### config.mk
export PLATFORM = sky130hd
export DESIGN_NAME = sram_bus_ctrl
export DESIGN_NICKNAME = d
export VERILOG_FILES = /design/src/rtl/sram_ctrl_pkg.sv /design/src/rtl/sram_ctrl_fsm.sv /design/src/rtl/sram_ctrl_datapath.sv /design/src/rtl/sram_bus_ctrl.sv
export SDC_FILE = /design/constraint.sdc
export NUM_CORES = 1
export LEC_CHECK = 0
export BUFFER_PORTS_ARGS = -buffer_cell sky130_fd_sc_hd__clkbuf_2
export CORE_AREA = 2 2 63 65
export CTS_BUF_LIST = sky130_fd_sc_hd__clkbuf_4
export CTS_CLUSTER_SIZE = 24
export DETAILED_ROUTE_END_ITERATION = 10
export DIE_AREA = 0 0 65 67
export MAX_ROUTING_LAYER = met4
export PLACE_DENSITY = 0.8
export REMOVE_ABC_BUFFERS = 1
export SLEW_MARGIN = 10
export SYNTH_ARGS = -nofsm -noshare
export SYNTH_HDL_FRONTEND = slang
export SYNTH_HIERARCHICAL = 1
export SYNTH_SLANG_ARGS = --single-unit
### constraint.sdc
create_clock -name clk -period 2.2 [get_ports clk]
set_clock_uncertainty 0.15 [all_clocks]
set_input_delay 0.44 -clock clk [delete_from_list [all_inputs] [get_ports clk]]
set_output_delay 0.44 -clock clk [all_outputs]
set_load 0.05 [all_outputs]
### src/rtl/sram_ctrl_pkg.sv
package sram_ctrl_pkg;

  typedef enum logic [2:0] {
    ST_IDLE,
    ST_RD_ACC,
    ST_RD_TURN,
    ST_WR_SETUP,
    ST_WR_PULSE,
    ST_WR_HOLD
  } ctrl_state_e;

  // strobes from control to datapath, decoded from the next state
  typedef struct packed {
    logic load;     // capture host request
    logic chipOn;   // select the RAM
    logic readOn;   // output enable low
    logic writeOn;  // write strobe low
    logic driveOn;  // drive the data bus
    logic sample;   // capture read data
  } ctrl_strobe_t;

endpackage

### src/rtl/sram_ctrl_fsm.sv
module sram_ctrl_fsm
  import sram_ctrl_pkg::*;
#(
  parameter int RD_WAIT  = 3,
  parameter int WR_PULSE = 2,
  parameter int TURN_CYC = 2
) (
  input  logic         clk,
  input  logic         rst,
  input  logic         reqValid,
  input  logic         reqWrite,
  output ctrl_strobe_t strobe,
  output logic         busy
);

  localparam int MAX_A = (RD_WAIT > WR_PULSE) ? RD_WAIT : WR_PULSE;
  localparam int MAX_C = (MAX_A > TURN_CYC) ? MAX_A : TURN_CYC;
  localparam int CNT_W = (MAX_C > 1) ? $clog2(MAX_C) : 1;

  ctrl_state_e state, nextState;
  logic [CNT_W-1:0] cnt, cntNext;
  logic takeReq, sampleNow;

  always_comb begin
    nextState = state;
    cntNext   = cnt;
    takeReq   = 1'b0;
    sampleNow = 1'b0;
    unique case (state)
      ST_IDLE: begin
        cntNext = '0;
        if (reqValid) begin
          takeReq   = 1'b1;
          nextState = reqWrite ? ST_WR_SETUP : ST_RD_ACC;
        end
      end
      ST_RD_ACC: begin
        if (cnt == CNT_W'(RD_WAIT - 1)) begin
          sampleNow = 1'b1;
          cntNext   = '0;
          nextState = ST_RD_TURN;
        end else begin
          cntNext = cnt + 1'b1;
        end
      end
      ST_RD_TURN: begin
        if (cnt == CNT_W'(TURN_CYC - 1)) begin
          cntNext   = '0;
          nextState = ST_IDLE;
        end else begin
          cntNext = cnt + 1'b1;
        end
      end
      ST_WR_SETUP: begin
        cntNext   = '0;
        nextState = ST_WR_PULSE;
      end
      ST_WR_PULSE: begin
        if (cnt == CNT_W'(WR_PULSE - 1)) begin
          cntNext   = '0;
          nextState = ST_WR_HOLD;
        end else begin
          cntNext = cnt + 1'b1;
        end
      end
      ST_WR_HOLD: nextState = ST_IDLE;
      default:    nextState = ST_IDLE;
    endcase
  end

  always_comb begin
    strobe.load    = takeReq;
    strobe.sample  = sampleNow;
    strobe.chipOn  = (nextState == ST_RD_ACC)   || (nextState == ST_WR_SETUP) ||
                     (nextState == ST_WR_PULSE) || (nextState == ST_WR_HOLD);
    strobe.readOn  = (nextState == ST_RD_ACC);
    strobe.writeOn = (nextState == ST_WR_PULSE);
    strobe.driveOn = (nextState == ST_WR_SETUP) || (nextState == ST_WR_PULSE) ||
                     (nextState == ST_WR_HOLD);
  end

  always_ff @(posedge clk) begin
    if (rst) begin
      state <= ST_IDLE;
      cnt   <= '0;
    end else begin
      state <= nextState;
      cnt   <= cntNext;
    end
  end

  assign busy = (state != ST_IDLE);

  // a transaction ends only from its last phase
  a_r7_busy_ends_in_last_phase: assert property (@(posedge clk) disable iff (rst)
    $fell(busy) |-> ($past(state) == ST_RD_TURN) || ($past(state) == ST_WR_HOLD));

  // a request while busy does not restart the sequence
  a_r8_busy_no_restart: assert property (@(posedge clk) disable iff (rst)
    (busy && reqValid && state != ST_RD_TURN && state != ST_WR_HOLD) |=> busy);

endmodule

### src/rtl/sram_ctrl_datapath.sv
module sram_ctrl_datapath
  import sram_ctrl_pkg::*;
#(
  parameter int ADDR_W = 13,
  parameter int DATA_W = 8
) (
  input  logic              clk,
  input  logic              rst,
  input  ctrl_strobe_t      strobe,
  input  logic [ADDR_W-1:0] reqAddr,
  input  logic [DATA_W-1:0] reqWdata,
  input  logic [DATA_W-1:0] memDin,
  output logic [ADDR_W-1:0] memAddr,
  output logic              memCe1N,
  output logic              memCe2,
  output logic              memWeN,
  output logic              memOeN,
  output logic [DATA_W-1:0] memDout,
  output logic              memDoutEn,
  output logic [DATA_W-1:0] rdData,
  output logic              rdValid
);

  always_ff @(posedge clk) begin
    if (rst) begin
      memAddr   <= '0;
      memDout   <= '0;
      memCe1N   <= 1'b1;
      memCe2    <= 1'b0;
      memWeN    <= 1'b1;
      memOeN    <= 1'b1;
      memDoutEn <= 1'b0;
      rdData    <= '0;
      rdValid   <= 1'b0;
    end else begin
      memCe1N   <= ~strobe.chipOn;
      memCe2    <= strobe.chipOn;
      memWeN    <= ~strobe.writeOn;
      memOeN    <= ~strobe.readOn;
      memDoutEn <= strobe.driveOn;
      rdValid   <= strobe.sample;
      if (strobe.sample) rdData <= memDin;
      if (strobe.load) begin
        memAddr <= reqAddr;
        memDout <= reqWdata;
      end
    end
  end

  // controls inactive after reset
  a_r1_reset_idle: assert property (@(posedge clk)
    rst |=> (memCe1N && !memCe2 && memWeN && memOeN && !memDoutEn && !rdValid));

  // strobes only while selected
  a_r2_we_selected: assert property (@(posedge clk) disable iff (rst)
    !memWeN |-> (!memCe1N && memCe2));
  a_r2_oe_selected: assert property (@(posedge clk) disable iff (rst)
    !memOeN |-> (!memCe1N && memCe2));

  // address frozen during the strobe; data stable across its rising edge
  a_r5_addr_stable_we: assert property (@(posedge clk) disable iff (rst)
    !memWeN |-> $stable(memAddr));
  a_r5_data_at_we_rise: assert property (@(posedge clk) disable iff (rst)
    $rose(memWeN) |-> (memDoutEn && !memCe1N && $stable(memDout) && $stable(memAddr)));

  // never drive while the RAM may drive
  a_r6_no_contention: assert property (@(posedge clk) disable iff (rst)
    memDoutEn |-> memOeN);

  // read strobe lasts one clock
  a_r9_rdvalid_single: assert property (@(posedge clk) disable iff (rst)
    rdValid |=> !rdValid);

endmodule

### src/rtl/sram_bus_ctrl.sv
module sram_bus_ctrl
  import sram_ctrl_pkg::*;
#(
  parameter int ADDR_W   = 13,
  parameter int DATA_W   = 8,
  parameter int RD_WAIT  = 3,
  parameter int WR_PULSE = 2,
  parameter int TURN_CYC = 2
) (
  input  logic              clk,
  input  logic              rst,
  input  logic              reqValid,
  input  logic              reqWrite,
  input  logic [ADDR_W-1:0] reqAddr,
  input  logic [DATA_W-1:0] reqWdata,
  output logic              busy,
  output logic              rdValid,
  output logic [DATA_W-1:0] rdData,
  output logic [ADDR_W-1:0] memAddr,
  output logic              memCe1N,
  output logic              memCe2,
  output logic              memWeN,
  output logic              memOeN,
  output logic [DATA_W-1:0] memDout,
  output logic              memDoutEn,
  input  logic [DATA_W-1:0] memDin
);

  ctrl_strobe_t strobe;

  sram_ctrl_fsm #(
    .RD_WAIT (RD_WAIT),
    .WR_PULSE(WR_PULSE),
    .TURN_CYC(TURN_CYC)
  ) u_fsm (
    .clk     (clk),
    .rst     (rst),
    .reqValid(reqValid),
    .reqWrite(reqWrite),
    .strobe  (strobe),
    .busy    (busy)
  );

  sram_ctrl_datapath #(
    .ADDR_W(ADDR_W),
    .DATA_W(DATA_W)
  ) u_dp (
    .clk      (clk),
    .rst      (rst),
    .strobe   (strobe),
    .reqAddr  (reqAddr),
    .reqWdata (reqWdata),
    .memDin   (memDin),
    .memAddr  (memAddr),
    .memCe1N  (memCe1N),
    .memCe2   (memCe2),
    .memWeN   (memWeN),
    .memOeN   (memOeN),
    .memDout  (memDout),
    .memDoutEn(memDoutEn),
    .rdData   (rdData),
    .rdValid  (rdValid)
  );

endmodule

Word-level counts from Yosys, hierarchy flattened
Index checks and enable logic that the tools add are counted.

Flip-flop bits (word level): 40. Bits in latches: 0. RAM bits: 0. Bits in read-only memories: 0. Output and inout bits: 36. Logic and storage cells: 48. Memories kept: 0.

$add $sub $neg: 1. Multiply operators: 0. Div/mod/pow operators: 0. Order comparisons: 0. Equal/unequal tests: 10. Shifts and indexed selects: 0. Multiplexer cells: 13. Bitwise gates (word level): 3. Reduce and logical (&&, ||, !) cells: 10.

Operator list (count): $pmux W3 S5 (1); $mux W3 (4); $eq A3 B2 Y1 const B (3); $eq A3 B3 Y1 const B (3); $eq A3 B1 Y1 const B (2); $mux W2 (3); $pmux W2 S3 (1); $reduce_bool A3 Y1 (2); $logic_or A1 B1 Y1 (5); $mux W1 (4); $reduce_or A2 Y1 (2); $logic_not A3 Y1 (1); $not A1 Y1 (3); $add A2 B1 Y2 const B (1); $eq A2 B1 Y1 const B (1); $eq A2 B2 Y1 const B (1).

Depth between registers and ports, before layout
Depth after elaboration: 8. Gate-level depth with buffers: 8. Mapped depth without buffers: 6.

Cells and area by module
Netlist, hierarchy kept.

Modules (own cells, without submodules): sram_ctrl_datapath (times used 1, cells each 107, area an instance 1213.7 um^2); sram_ctrl_fsm (times used 1, cells each 55, area an instance 405.4 um^2).

Worst setup path before layout
OpenSTA, ideal clock, no wires.

Kind: flip-flop to flip-flop. Start point: register u_fsm.state[2]. End point: register u_dp.memAddr[0]. Arrival: 1.802 ns. Required time: 1.933 ns. Path slack: 0.131 ns. Stages on the path, launching flop included: 9. Buffers on the path: 4. Clock period less this slack: 2.069 ns. Cell sequence: dfxtp_1 clkbuf_1 or3_1 nor2_1 buf_4 buf_6 buf_12 mux2i_1 nor2_1.

Cells in the longest elaborated chain, start to end: 2.

Ends and longest elaborated chain: from (decl) (RTL line sram_ctrl_fsm.sv:20) `ctrl_state_e state, nextState;`; from (signal assigned) (RTL line sram_ctrl_fsm.sv:87) `state <= nextState;`; $logic_not A3 Y1 (RTL line sram_ctrl_fsm.sv:29) `unique case (state)`; $mux W1 (RTL line sram_ctrl_fsm.sv:29); named net u_fsm.takeReq (RTL line sram_ctrl_fsm.sv:22) `logic takeReq, sampleNow;`; to (signal assigned) (RTL line sram_ctrl_datapath.sv:44) `memAddr <= reqAddr;`; to (decl) (RTL line sram_ctrl_datapath.sv:13) `output logic [ADDR_W-1:0] memAddr,`.

The timed path passes the listed nets, and every way through them passes these cells. A chain may end at the register's enable or synchronous reset.

Worst setup path after layout
Start point: register u_fsm.state[2]. End point: output busy.

Cells in the longest elaborated chain, start to end: 1.

Ends and longest elaborated chain: $reduce_bool A3 Y1 (RTL line sram_ctrl_fsm.sv:92) `assign busy = (state != ST_IDLE);`; to (decl) (RTL line sram_bus_ctrl.sv:16) `output logic busy,`.

No other way between the ends.

==> flow_summary.ini <==
[clock_network]
root_buffer = clkbuf_4
cts.sinks = 40
cts_buffers = 5
ctsHoldBuffers = 0
path_clk_slew_ns = 0.11
cts_tree = built
clock_path_buffers = 2
clock_latency_ns = 0.33
cts-htree-levels = 2
postCtsResizedCells = 0
cts_setup_buffers = 0

[pwr]
p_comb_frac = 0.250
power_mw = 1.675
p_sw_uw = 527.2
p_clk_frac = 0.267
power_density_nw_per_um2 = 835.2
p_seq_frac = 0.484
intPower_mw = 1.148
switching_share = 0.3147
leakage_nw = 0.9381
peakVddDrop_mv = 0.3494

[yosys]
synth.distinct_cells = 28
synth_top_cell_by_area = dfxtp_1
yosysTopAreaCellShare = 0.4946
postSynthCellCount = 162
synthTopCellsByCount = 40 x dfxtp_1, 37 x nor2_1, 30 x mux2i_1, 10 x nor2b_1, 6 x buf_2
synth_seq_area_share = 0.4946
ys_ff_latch = 40
synth_ff_type = dfxtp_1
post-synth-top-count-cell = dfxtp_1
syn_avg_cell_area_um2 = 9.994
synth.area.top_cells = dfxtp_1 49%, mux2i_1 19%, nor2_1 8.6%
synth_edf_count = 0
ys_warn_count = 6
synth_area_um2 = 1619
async_flop_share = 0

[sta]
finalCritPeriodShare = 0.9394
fin_tns_setup_ns = 0
fmax_ghz = 0.4839
worst_pin_slew_ns = 0.4802
holdWs_ns = 0.1938
finalMaxSlewViolations = 0
maxSlewHeadroom = 0.6799
setup_viol = 0
final_hold_viol_count = 0
min_period_ns = 2.067
rsz0062_at_grt = no
fin_ws_ns = 0.1333

[cells_and_area]
final_nets = 258
drive_gt1_frac = 0.3496
final_area_um2 = 2006
fin_util = 0.5562
final_cells = 274
antenna_cells = 0
area_delta_synth_final_pct = 23.88

[detailed_routing]
drt-wirelength-per-cell_um = 10.96
drc_errors = 0
viasPerCell = 4.737
first_iter_violations = 47
via_count = 1298
firstDrtPassIters = 4
ant_nets = 0
drt_wl_total_mm = 3.003

[critical_path]
crit_type = flop to output port
crit_fanout = 13
critPathLaunchType = flop
arrival_ns = 1.48
crit_path_end_kind = output port
cp.required_ns = 1.61

[grt]
antenna_found_initial = 0
grt_pass1_vias = 1144
grt_overflow = 0
grt_pass1_wl_mm = 4.995
grt_max_degree = 22
grtUsageTotal = 0.1515

[die]
die-area_um2 = 4355
rows = 22
coreArea_um2 = 3606
die_h_um = 67
pin_count = 69
chipWidth_um = 65
start_util = 0.4490

[worst_hold_path]
hp-class = input port to flop

[outcome]
outcome = finished clean

[place]
placed_cells = 266
place_area_um2 = 1931
gp_congestion = 0.7911
post-place-ws_ns = 0.3101
portBuffers = 68
post-dp-hpwl_mm = 2.250

[run]
maxCapViolations = 0
## power groups by stage
stage / sequential, mW / combinational, mW / clock [mW]
finish: 0.810 / 0.418 / 0.447
global route: 0.818 / 0.450 / 0.511
CTS: 0.810 / 0.423 / 0.465
detailed placement: 0.827 / 0.423 / 0
global placement: 0.825 / 0.418 / 0
floorplan: 0.969 / 0.160 / 0
## critical path, cell delays in order (launching register included)
cell and delay (ns):
dfxtp_1 0.45, or3_1 0.44, clkbuf_2 0.26
## cells by family (layout without fill, tap and decap cells)
group | after synthesis | in the layout | share of synthesized area
simple gates | 62 | 62 | 0.1785
buf+inv | 16 | 80 | 0.07805
xor+xnor | 1 | 1 | 0.005411
flops | 40 | 40 | 0.4946
mux | 31 | 31 | 0.1947
compound gates | 12 | 12 | 0.04870
## final timing paths
check,start,endpoint,slack (ns),cells after the start
setup / recovery,u_fsm/state[2],busy,0.13,2
hold / removal,memDin[2],u_dp/rdData[2],0.19,3
setup reg to reg,u_fsm/state[0],u_dp/rdData[0],0.32,4
hold reg to reg,u_dp/memDout[3],u_dp/memDout[3],0.35,2
## final cells by class
type / instances / area, um2
Tap cell: 48 / 60.06
Inverter: 2 / 7.507
Fill cell: 340 / 1600
Multi-Input combinational cell: 106 / 694.4
Clock inverter: 3 / 37.54
Clock buffer: 5 / 37.54
Sequential cell: 40 / 800.8
Timing Repair Buffer: 70 / 367.9
## placed cells by master (no fill, tap or decap), types with 3 or more instances in the layout
cell type  instances
clkbuf_2          68
nor2b_1           10
clkbuf_4           5
nor2_1            36
mux2i_1           30
nand2b_1           3
nand2_1            5
a21oi_1            4
dfxtp_1           40
## flip-flops by register name, summed over array words and instances, names as in the netlist
| name | cells |
|---|---|
| u_dp/rdValid | 1 |
| u_dp/memCe1N | 1 |
| u_dp/memOeN | 1 |
| u_dp/memWeN | 1 |
| u_fsm/state | 3 |
| u_fsm/cnt | 2 |
| u_dp/memCe2 | 1 |
| u_dp/memDout | 8 |
| u_dp/memDoutEn | 1 |
| u_dp/memAddr | 13 |
| u_dp/rdData | 8 |
## routing by layer
layer | GRT usage | vias up | wire length (um)
met5 | - | - | 0
met4 | 0.04255 | 0 | 8
li1 | - | 665 | -
met3 | 0.05743 | 2 | 225
met2 | 0.2474 | 49 | 1440
met1 | 0.1749 | 582 | 1328
Note: power is estimated with default switching activity, not from simulation.
